### src/rtl/ide_pio_pkg.sv
package ide_pio_pkg;

    localparam int REG_W   = 8;
    localparam int CNT_W   = 5;
    localparam int N_REGS  = 6;
    localparam int ADDR_W  = 3;

    typedef enum logic [2:0] {
        PH_IDLE,
        PH_SETUP,
        PH_ACTIVE,
        PH_RECOV,
        PH_DONE
    } phase_e;

    typedef struct packed {
        logic [CNT_W-1:0] setup;
        logic [CNT_W-1:0] active;
        logic [CNT_W-1:0] recov;
    } phase_cnt_t;

    function automatic logic [CNT_W-1:0] setup_clocks(input logic [1:0] code);
        logic [CNT_W-1:0] n;
        case (code)
            2'b00:   n = CNT_W'(4);
            2'b10:   n = CNT_W'(3);
            2'b01:   n = CNT_W'(2);
            default: n = CNT_W'(5);
        endcase
        return n;
    endfunction

    function automatic logic [CNT_W-1:0] nibble_clocks(input logic [3:0] nib);
        return (nib == 4'd0) ? CNT_W'(16) : CNT_W'(nib);
    endfunction

endpackage

### src/rtl/ide_pio_regfile.sv
module ide_pio_regfile
    import ide_pio_pkg::*;
(
    input  logic              clk,
    input  logic              rst,
    input  logic              we,
    input  logic              setup_only,
    input  logic [ADDR_W-1:0] addr,
    input  logic [REG_W-1:0]  wdata,
    output logic [REG_W-1:0]  rdata,
    input  logic [1:0]        drive,
    output logic [REG_W-1:0]  sel_setup,
    output logic [REG_W-1:0]  sel_timing
);
    localparam int N_PAIRS = N_REGS / 2;

    logic [REG_W-1:0] regs [N_REGS];
    logic [1:0]       pair_idx;

    for (genvar g = 0; g < N_REGS; g++) begin : g_reg
        localparam bit IS_SETUP = (g % 2) == 0;
        always_ff @(posedge clk) begin
            if (rst) begin
                regs[g] <= '0;
            end else if (we && addr == ADDR_W'(g)) begin
                if (IS_SETUP && setup_only)
                    regs[g] <= {wdata[7:6], regs[g][5:0]};
                else
                    regs[g] <= wdata;
            end
        end
    end

    always_comb begin
        rdata = '0;
        for (int i = 0; i < N_REGS; i++)
            if (addr == ADDR_W'(i)) rdata = regs[i];
    end

    // secondary channel drives share the last pair
    assign pair_idx = drive[1] ? 2'(N_PAIRS - 1) : {1'b0, drive[0]};

    always_comb begin
        sel_setup  = '0;
        sel_timing = '0;
        for (int p = 0; p < N_PAIRS; p++) begin
            if (pair_idx == 2'(p)) begin
                sel_setup  = regs[2*p];
                sel_timing = regs[2*p+1];
            end
        end
    end
endmodule

### src/rtl/ide_pio_count_decode.sv
module ide_pio_count_decode
    import ide_pio_pkg::*;
(
    input  logic [REG_W-1:0] setup_byte,
    input  logic [REG_W-1:0] timing_byte,
    input  logic [1:0]       rev,
    output phase_cnt_t       cnt
);
    logic [CNT_W-1:0] act;
    logic [CNT_W-1:0] rec;

    always_comb begin
        act = nibble_clocks(timing_byte[7:4]);
        if (act == CNT_W'(1)) act = CNT_W'(2);
        rec = nibble_clocks(timing_byte[3:0]);
        if (rec == CNT_W'(1) && act > CNT_W'(3)) rec = CNT_W'(2);
        if (rev > 2'd1) rec = rec + CNT_W'(1);
        cnt.setup  = setup_clocks(setup_byte[7:6]);
        cnt.active = act;
        cnt.recov  = rec;
    end
endmodule

### src/rtl/ide_pio_sequencer.sv
module ide_pio_sequencer
    import ide_pio_pkg::*;
(
    input  logic       clk,
    input  logic       rst,
    input  logic       start,
    input  logic       start_wr,
    input  phase_cnt_t cnt_in,
    output logic       busy,
    output logic       done,
    output logic       rd_strobe,
    output logic       wr_strobe
);
    phase_e           ph;
    phase_cnt_t       snap;
    logic             is_wr;
    logic [CNT_W-1:0] remain;

    always_ff @(posedge clk) begin
        if (rst) begin
            ph     <= PH_IDLE;
            snap   <= '0;
            is_wr  <= 1'b0;
            remain <= '0;
        end else begin
            case (ph)
                PH_IDLE: if (start) begin
                    snap   <= cnt_in;
                    is_wr  <= start_wr;
                    remain <= cnt_in.setup - CNT_W'(1);
                    ph     <= PH_SETUP;
                end
                PH_SETUP: if (remain == '0) begin
                    remain <= snap.active - CNT_W'(1);
                    ph     <= PH_ACTIVE;
                end else remain <= remain - CNT_W'(1);
                PH_ACTIVE: if (remain == '0) begin
                    remain <= snap.recov - CNT_W'(1);
                    ph     <= PH_RECOV;
                end else remain <= remain - CNT_W'(1);
                PH_RECOV: if (remain == '0) ph <= PH_DONE;
                          else remain <= remain - CNT_W'(1);
                default: ph <= PH_IDLE;
            endcase
        end
    end

    assign busy      = (ph != PH_IDLE);
    assign done      = (ph == PH_DONE);
    assign rd_strobe = (ph == PH_ACTIVE) && !is_wr;
    assign wr_strobe = (ph == PH_ACTIVE) && is_wr;
endmodule

### src/rtl/ide_pio_strobe_timer.sv
module ide_pio_strobe_timer
    import ide_pio_pkg::*;
(
    input  logic              clk,
    input  logic              rst,
    input  logic              cfg_we,
    input  logic              cfg_setup_only,
    input  logic [ADDR_W-1:0] cfg_addr,
    input  logic [REG_W-1:0]  cfg_wdata,
    output logic [REG_W-1:0]  cfg_rdata,
    input  logic [1:0]        rev,
    input  logic              start,
    input  logic [1:0]        start_drive,
    input  logic              start_wr,
    output logic              busy,
    output logic              done,
    output logic              rd_strobe,
    output logic              wr_strobe
);
    logic [REG_W-1:0] sel_setup;
    logic [REG_W-1:0] sel_timing;
    phase_cnt_t       cnt;

    ide_pio_regfile u_regs (
        .clk        (clk),
        .rst        (rst),
        .we         (cfg_we),
        .setup_only (cfg_setup_only),
        .addr       (cfg_addr),
        .wdata      (cfg_wdata),
        .rdata      (cfg_rdata),
        .drive      (start_drive),
        .sel_setup  (sel_setup),
        .sel_timing (sel_timing)
    );

    ide_pio_count_decode u_dec (
        .setup_byte  (sel_setup),
        .timing_byte (sel_timing),
        .rev         (rev),
        .cnt         (cnt)
    );

    ide_pio_sequencer u_seq (
        .clk       (clk),
        .rst       (rst),
        .start     (start),
        .start_wr  (start_wr),
        .cnt_in    (cnt),
        .busy      (busy),
        .done      (done),
        .rd_strobe (rd_strobe),
        .wr_strobe (wr_strobe)
    );
endmodule

### config.mk
export PLATFORM = sky130hd
export DESIGN_NAME = ide_pio_strobe_timer
export DESIGN_NICKNAME = d
export VERILOG_FILES = /design/src/rtl/ide_pio_pkg.sv /design/src/rtl/ide_pio_regfile.sv /design/src/rtl/ide_pio_count_decode.sv /design/src/rtl/ide_pio_sequencer.sv /design/src/rtl/ide_pio_strobe_timer.sv
export SDC_FILE = /design/constraint.sdc
export NUM_CORES = 1
export LEC_CHECK = 0
export BUFFER_PORTS_ARGS = -buffer_cell sky130_fd_sc_hd__buf_2
export CAP_MARGIN = 5
export CORE_ASPECT_RATIO = 1.2
export CORE_MARGIN = 2
export CORE_UTILIZATION = 60
export DETAILED_ROUTE_END_ITERATION = 16
export PLACE_DENSITY = 0.77
export SYNTH_ARGS = -nofsm -noshare
export SYNTH_HDL_FRONTEND = slang
export SYNTH_SLANG_ARGS = --single-unit
### constraint.sdc
create_clock -name clk -period 2.7 [get_ports clk]
set_input_delay 0.27 -clock clk [delete_from_list [all_inputs] [get_ports clk]]
set_output_delay 0.27 -clock clk [all_outputs]
set_load 0.05 [all_outputs]
After elaboration in Yosys (flattened, before gate mapping)

Memories as Yosys holds them, arrays and structs flattened.
Index checks and enable logic that the tools add are counted.

Bits in registers: 19
RAM bits: 48
Input bits: 21
Output and inout bits: 12
Word-level logic and storage cells: 133
Memories: 1

Memory list:

| name        | depth | width | rd ports | clocked after memory_dff | wr ports | RTL line              | source |
|---|---|---|---|---|---|---|---|
| u_regs.regs | 6     | 8     | 6        | 0                        | 6        | ide_pio_regfile.sv:17 | `logic [REG_W-1:0] regs [N_REGS];` |

Add/sub/neg operators: 5
$lt $le $gt $ge: 2
Equal/unequal tests: 20
Muxes and demuxes: 69
Bitwise gates (word level): 9
Reductions and logical operators: 22

Operators with widths:

| kind                                                                 | number |
|---|---|
| 8-bit two-way mux                                                    | 21 |
| 5-bit two-way mux                                                    | 9 |
| 1-bit two-way mux                                                    | 31 |
| 5-bit one-hot mux with 4 select lines                                | 1 |
| 5-bit by 1-bit subtractor with 5-bit output, second input constant   | 3 |
| 3-bit by 2-bit == test with 1-bit output, second input constant      | 4 |
| 3-bit two-way mux                                                    | 4 |
| 3-bit one-hot mux with 4 select lines                                | 1 |
| 5-bit by 1-bit == test with 1-bit output, second input constant      | 2 |
| 3-bit == test, second input constant                                 | 3 |
| 1-bit logical AND                                                    | 9 |
| 1-bit bitwise OR                                                     | 9 |
| 3-bit one-hot mux with 3 select lines                                | 1 |
| 4-bit logical NOT                                                    | 2 |
| 3-bit by 1-bit == test with 1-bit output, second input constant      | 2 |
| 3-bit logical NOT                                                    | 2 |
| 2-bit by 1-bit != test with 1-bit output, second input constant      | 3 |
| 5-bit by 1-bit adder with 5-bit output, second input constant        | 1 |
| 5-bit by 2-bit > comparator with 1-bit output, second input constant | 1 |
| 5-bit logical NOT                                                    | 1 |
| 2-bit by 1-bit == test with 1-bit output, second input constant      | 2 |
| 2-bit == test, second input constant                                 | 2 |
| 2-bit logical NOT                                                    | 2 |
| 2-bit != test, second input constant                                 | 2 |
| 9 further kinds                                                      | 9 |

Longest topological paths before layout

Depth after elaboration: 14
Gate-level depth with buffers: 12
Gate-level depth less buffers: 10

Cells and area by module

Synthesis repeated with hierarchy kept, for this count alone.

Cells, all modules: 430
Area, all modules: 4073.9 um^2

By module, submodules not included:

| module               | instances | cells an instance | area each (um^2) | sequential area each (um^2) |
|---|---|---|---|---|
| ide_pio_regfile      | 1         | 228               | 2590.0           | 1441.4 |
| ide_pio_sequencer    | 1         | 165               | 1223.7           | 380.4 |
| ide_pio_count_decode | 1         | 37                | 260.2            | 0.0 |

Worst setup path before layout

No wires, ideal clock.

Path type: in2out
From: in cfg_addr[0]
To: out cfg_rdata[0]
Arrival: 1.958 ns
Required time: 2.430 ns
Setup slack: 0.472 ns
Stages on the path: 5
Buffers on the path: 2
Path through: clkbuf_1 > buf_1 > mux4_2 > inv_1 > o22ai_1

Longest elaborated chain between the ends: 7
Elaborated cells between the ends (all ways): 12
Those cells by class: eq/ne: 5; mux: 6; reduce/logical: 1

Ends and longest elaborated chain:

| element                         | RTL line                   | source |
|---|---|---|
| start, declared                 | ide_pio_strobe_timer.sv:8  | `input logic [ADDR_W-1:0] cfg_addr,` |
| 3-bit logical NOT               | ide_pio_regfile.sv:37      | `if (addr == ADDR_W'(i)) rdata = regs[i];` |
| 8-bit two-way mux (5 in series) | ide_pio_regfile.sv:37      |  |
| 8-bit two-way mux (*)           | ide_pio_regfile.sv:37      |  |
| end, declared                   | ide_pio_strobe_timer.sv:10 | `output logic [REG_W-1:0] cfg_rdata,` |

Every way passes the cells marked *; elsewhere a longest branch is shown, timed or not.

Worst setup path after layout

From: reg u_seq.remain[0]
To: reg u_seq.remain[3]

Longest elaborated chain between the ends: 3
Elaborated cells between the ends (all ways): 8
Those cells by class: add/sub: 1; eq/ne: 1; mux: 4; reduce/logical: 2

Ends and longest elaborated chain:

| element                                                                          | RTL line                | source |
|---|---|---|
| start, declared                                                                  | ide_pio_sequencer.sv:17 | `logic [CNT_W-1:0] remain;` |
| start signal, assigned                                                           | ide_pio_sequencer.sv:30 | `remain <= cnt_in.setup - CNT_W'(1);` |
| start signal, assigned                                                           | ide_pio_sequencer.sv:34 | `remain <= snap.active - CNT_W'(1);` |
| start signal, assigned                                                           | ide_pio_sequencer.sv:36 | `end else remain <= remain - CNT_W'(1);` |
| 5-bit by 1-bit subtractor with 5-bit output or 5-bit logical NOT (tied branches) | -                       |  |
| 5-bit two-way mux (tied with other cells)                                        | ide_pio_sequencer.sv:41 | `PH_RECOV: if (remain == '0) ph <= PH_DONE;` |
| 5-bit one-hot mux with 4 select lines or 3-bit AND reduction (tied branches)     | -                       |  |

Parallel ways exist; a longest one is shown, timed or not. The select of a mux whose other input is x is not followed.
A chain may end at the register's enable or synchronous reset.

==> results_dict.tcl <==
set metrics [dict create \
    synthFlopType "edfxtp_1" \
    core_area_mm2 0.00601 \
    ys_top_cells_by_count "edfxtp_1 (48), and2_1 (40), nor2_1 (28)" \
    wl_per_cell_um 15.9 \
    r2r_end "u_seq.remain[3]" \
    period_share_pct 84.5 \
    reg2regPathDepth 7 \
    design.die.area_mm2 0.00682 \
    cp_data_required_time_ns 2.96 \
    p_clk_share_pct 24.0 \
    crit_end "u_seq.remain[3]" \
    synthCells 357 \
    multi_input_area_mm2 0.00175 \
    start_util_pct 61.6 \
    hold_viol 0 \
    die-height_um 90.1 \
    relSlewSlack_pct 57.8 \
    fin_crit_ns 2.28 \
    cts_resized 0 \
    firstDrtPassIters 4 \
    area.sequential_mm2 0.00182 \
    finalSetupTns_ns 0 \
    timing.rr.start "u_seq.remain[0]" \
    grt_max_degree 27 \
    drc_errors 0 \
    clock_sinks 67 \
    grt_usage_pct 24.4 \
    power_leakage_nw 1.56 \
    drive_above_1_share_pct 16.8 \
    clk_pin_slew_ns 0.08 \
    cts_tree "built" \
    crit_path_top_delay_cell "or4_1" \
    fmax_mhz 438 \
    fill_cells 458 \
    cts_max_path_buffers 2 \
    netlist_area_mm2 0.00370 \
    path_class "reg -> reg" \
    cts_setup_buffers 0 \
    synthArstFlopShare_pct 0 \
    finalSetupViolCount 0 \
    grt-ovfl-total 0 \
    numCtsBuffers 9 \
    reg2reg_slack_ns 0.42 \
    p_int_mw 2.06 \
    postPlaceCellArea_mm2 0.00391 \
    ys_seq_area_share_pct 49.2 \
    power_frac_comb_pct 33.8 \
    hp-class "in -> reg" \
    cts_hold_buf 0 \
    synth.ff_latch_count 67 \
    critPathTopFamily "compound AO/OA/AOI/OAI gates" \
    rsz0062_at_grt "no" \
    worstMarginPinSlew_ns 0.633 \
    cp_data_arrival_time_ns 2.54 \
    ys_types 50 \
    fp.dieW_um 75.7 \
    switching_share_pct 35.6 \
    syn_nets 384 \
    p_sw_mw 1.14 \
    yosys_warnings 0 \
    endpoint_kind "register" \
    grt_pass1_vias 2754 \
    p_per_area_mw_per_mm2 780 \
    root_buffer "clkbuf_8" \
    path_cells "inv_1 > ha_1 > nor4b_2 > buf_4 > a311o_1 > or4_1 > a311oi_2" \
    cp.depth 7 \
    slew_viol_final 0 \
    dp.final_hpwl_um 5650 \
    rows 31 \
    syn_area_per_cell_um2 10.4 \
    final_nets 410 \
    p_seq_share_pct 42.2 \
    synth_top_area_cell "edfxtp_1" \
    ios 33 \
    vdd_ir_drop_max_mv 0.400 \
    routabilityCongestion 0.907 \
    cp-start-kind "register" \
    critical_path.startpoint "u_seq.remain[0]" \
    io_buffers 31 \
    outcome "finished clean" \
    drtIter0Drc 93 \
    path_buf_inv 2 \
    num_vias 2711 \
    clkLatencyLatePin_ns 0.35 \
    synth_edf_count 48 \
    synthMostInstantiatedCell "edfxtp_1" \
    antenna_found_initial 0 \
    synth_area_leaders "edfxtp_1 (39%), dfxtp_1 (10%), and2_1 (6.8%)" \
    synth_top_area_share_pct 38.9 \
    drt-total-wl_um 7460 \
    fin_skew_ns 0.00900 \
    htree_levels 3 \
    fin_area_mm2 0.00409 \
    ant_nets 0 \
    cpPeakStageDelay_ns 0.51 \
    num_antenna_cells 0 \
    drv_cap 0 \
    detail_route.vias_per_cell 5.77 \
    grt_first_pass_wirelength_um 12400 \
    crit_fanout 13 \
    area_delta_synth_final_pct 10.5 \
]
kinds of logic (layout without fill, tap and decap cells):
kind of cell	count (synthesis)	in the layout	share of synthesized area, %
and+or+nand+nor	152	152	22.4
DFF	67	67	49.2
AOI/OAI and AO/OA	56	56	10.3
buffers and inverters	34	65	3.65
muxes	32	32	10.2
xor gates and xnor gates	10	10	2.36
adders and majority gates	6	6	2.03
layer usage:
layer | part of all wire [%] | vias up | global-route usage (%)
li1 | - | 1343 | -
met1 | 40 | 1275 | 27.4
met2 | 54 | 71 | 41.7
met3 | 3.5 | 22 | 5.72
met4 | 3.0 | 0 | 12.1
met5 | 0 | - | 0
power groups by stage:
stage | Sequential, mW | Combinational [mW] | Clock, mW
detailed placement | 1.37 | 1.09 | 0
floorplan | 1.32 | 0.887 | 0
CTS | 1.35 | 1.09 | 0.770
global placement | 1.36 | 1.07 | 0
global route | 1.37 | 1.20 | 0.816
finish | 1.35 | 1.08 | 0.766
stage by stage:
step / hold WS (ns) / setup WS [ns] / utilization (%) / total power [mW] / std cells
floorplan: 0.406 / 0.472 / - / 2.21 / 357
global placement: 0.463 / 0.332 / 65.1 / 2.43 / 454
detailed placement: 0.468 / 0.302 / 65.1 / 2.46 / 454
CTS: 0.156 / 0.423 / 68.1 / 3.21 / 470
global route: 0.187 / 0.295 / 68.1 / 3.39 / 470
finish: 0.159 / 0.418 / 68.1 / 3.19 / 470
flip-flops by register name, indices dropped and copies added (netlist names):
name          count
u_seq.ph          3
u_seq.remain      5
u_seq.snap       10
u_regs.regs      48
u_seq.is_wr       1
tightest hold or removal path, delay by kind of cell:
kind / cells / cell delay (ns)
buffers and inverters: 1 / 0.09
AND/OR/NAND/NOR: 1 / 0.05
AO/OA/AOI/OAI: 1 / 0.05
placed cells by master, fill, tap and decap left out, types with 2 or more instances in the layout:
master and n:
a211o_1 2, a211oi_1 7, a21oi_1 12, a221oi_1 2, a31oi_1 4, and2_1 40, and3_1 2, buf_2 31
buf_4 5, clkbuf_8 9, clkinv_2 4, dfxtp_1 19, edfxtp_1 48, ha_1 6, inv_1 13, mux2_2 5
mux2i_1 23, mux4_2 4, nand2_1 27, nand2b_1 11, nand3_1 3, nand3b_1 7, nor2_1 28, nor2b_1 2
nor3_1 14, nor3b_1 5, nor4b_1 2, o21ai_0 9, o221ai_1 4, o22ai_1 5, or2_2 2, or3_1 4
or4_1 2, xnor2_1 9
worst min-delay path by stage:
stage | from | endpoint | slack [ns] | depth (start not counted)
CTS | start_wr | u_seq.is_wr | 0.16 | 3
global route | start_wr | u_seq.is_wr | 0.19 | 3
global placement | u_seq.snap[9] | u_seq.snap[9] | 0.46 | 2
detailed placement | u_seq.snap[9] | u_seq.snap[9] | 0.47 | 2
finish | start_wr | u_seq.is_wr | 0.16 | 3
floorplan | start_wr | u_seq.is_wr | 0.41 | 2
area by class of cell:
cell class,count,area share [%]
inverters,13,1.19
flip-flops and latches,67,44.5
multi-input cells,256,42.7
repair buffers,36,4.71
clock inverters,5,0.672
well taps,82,2.51
clock buffers,11,3.73
(Power assumes the default switching activity.)
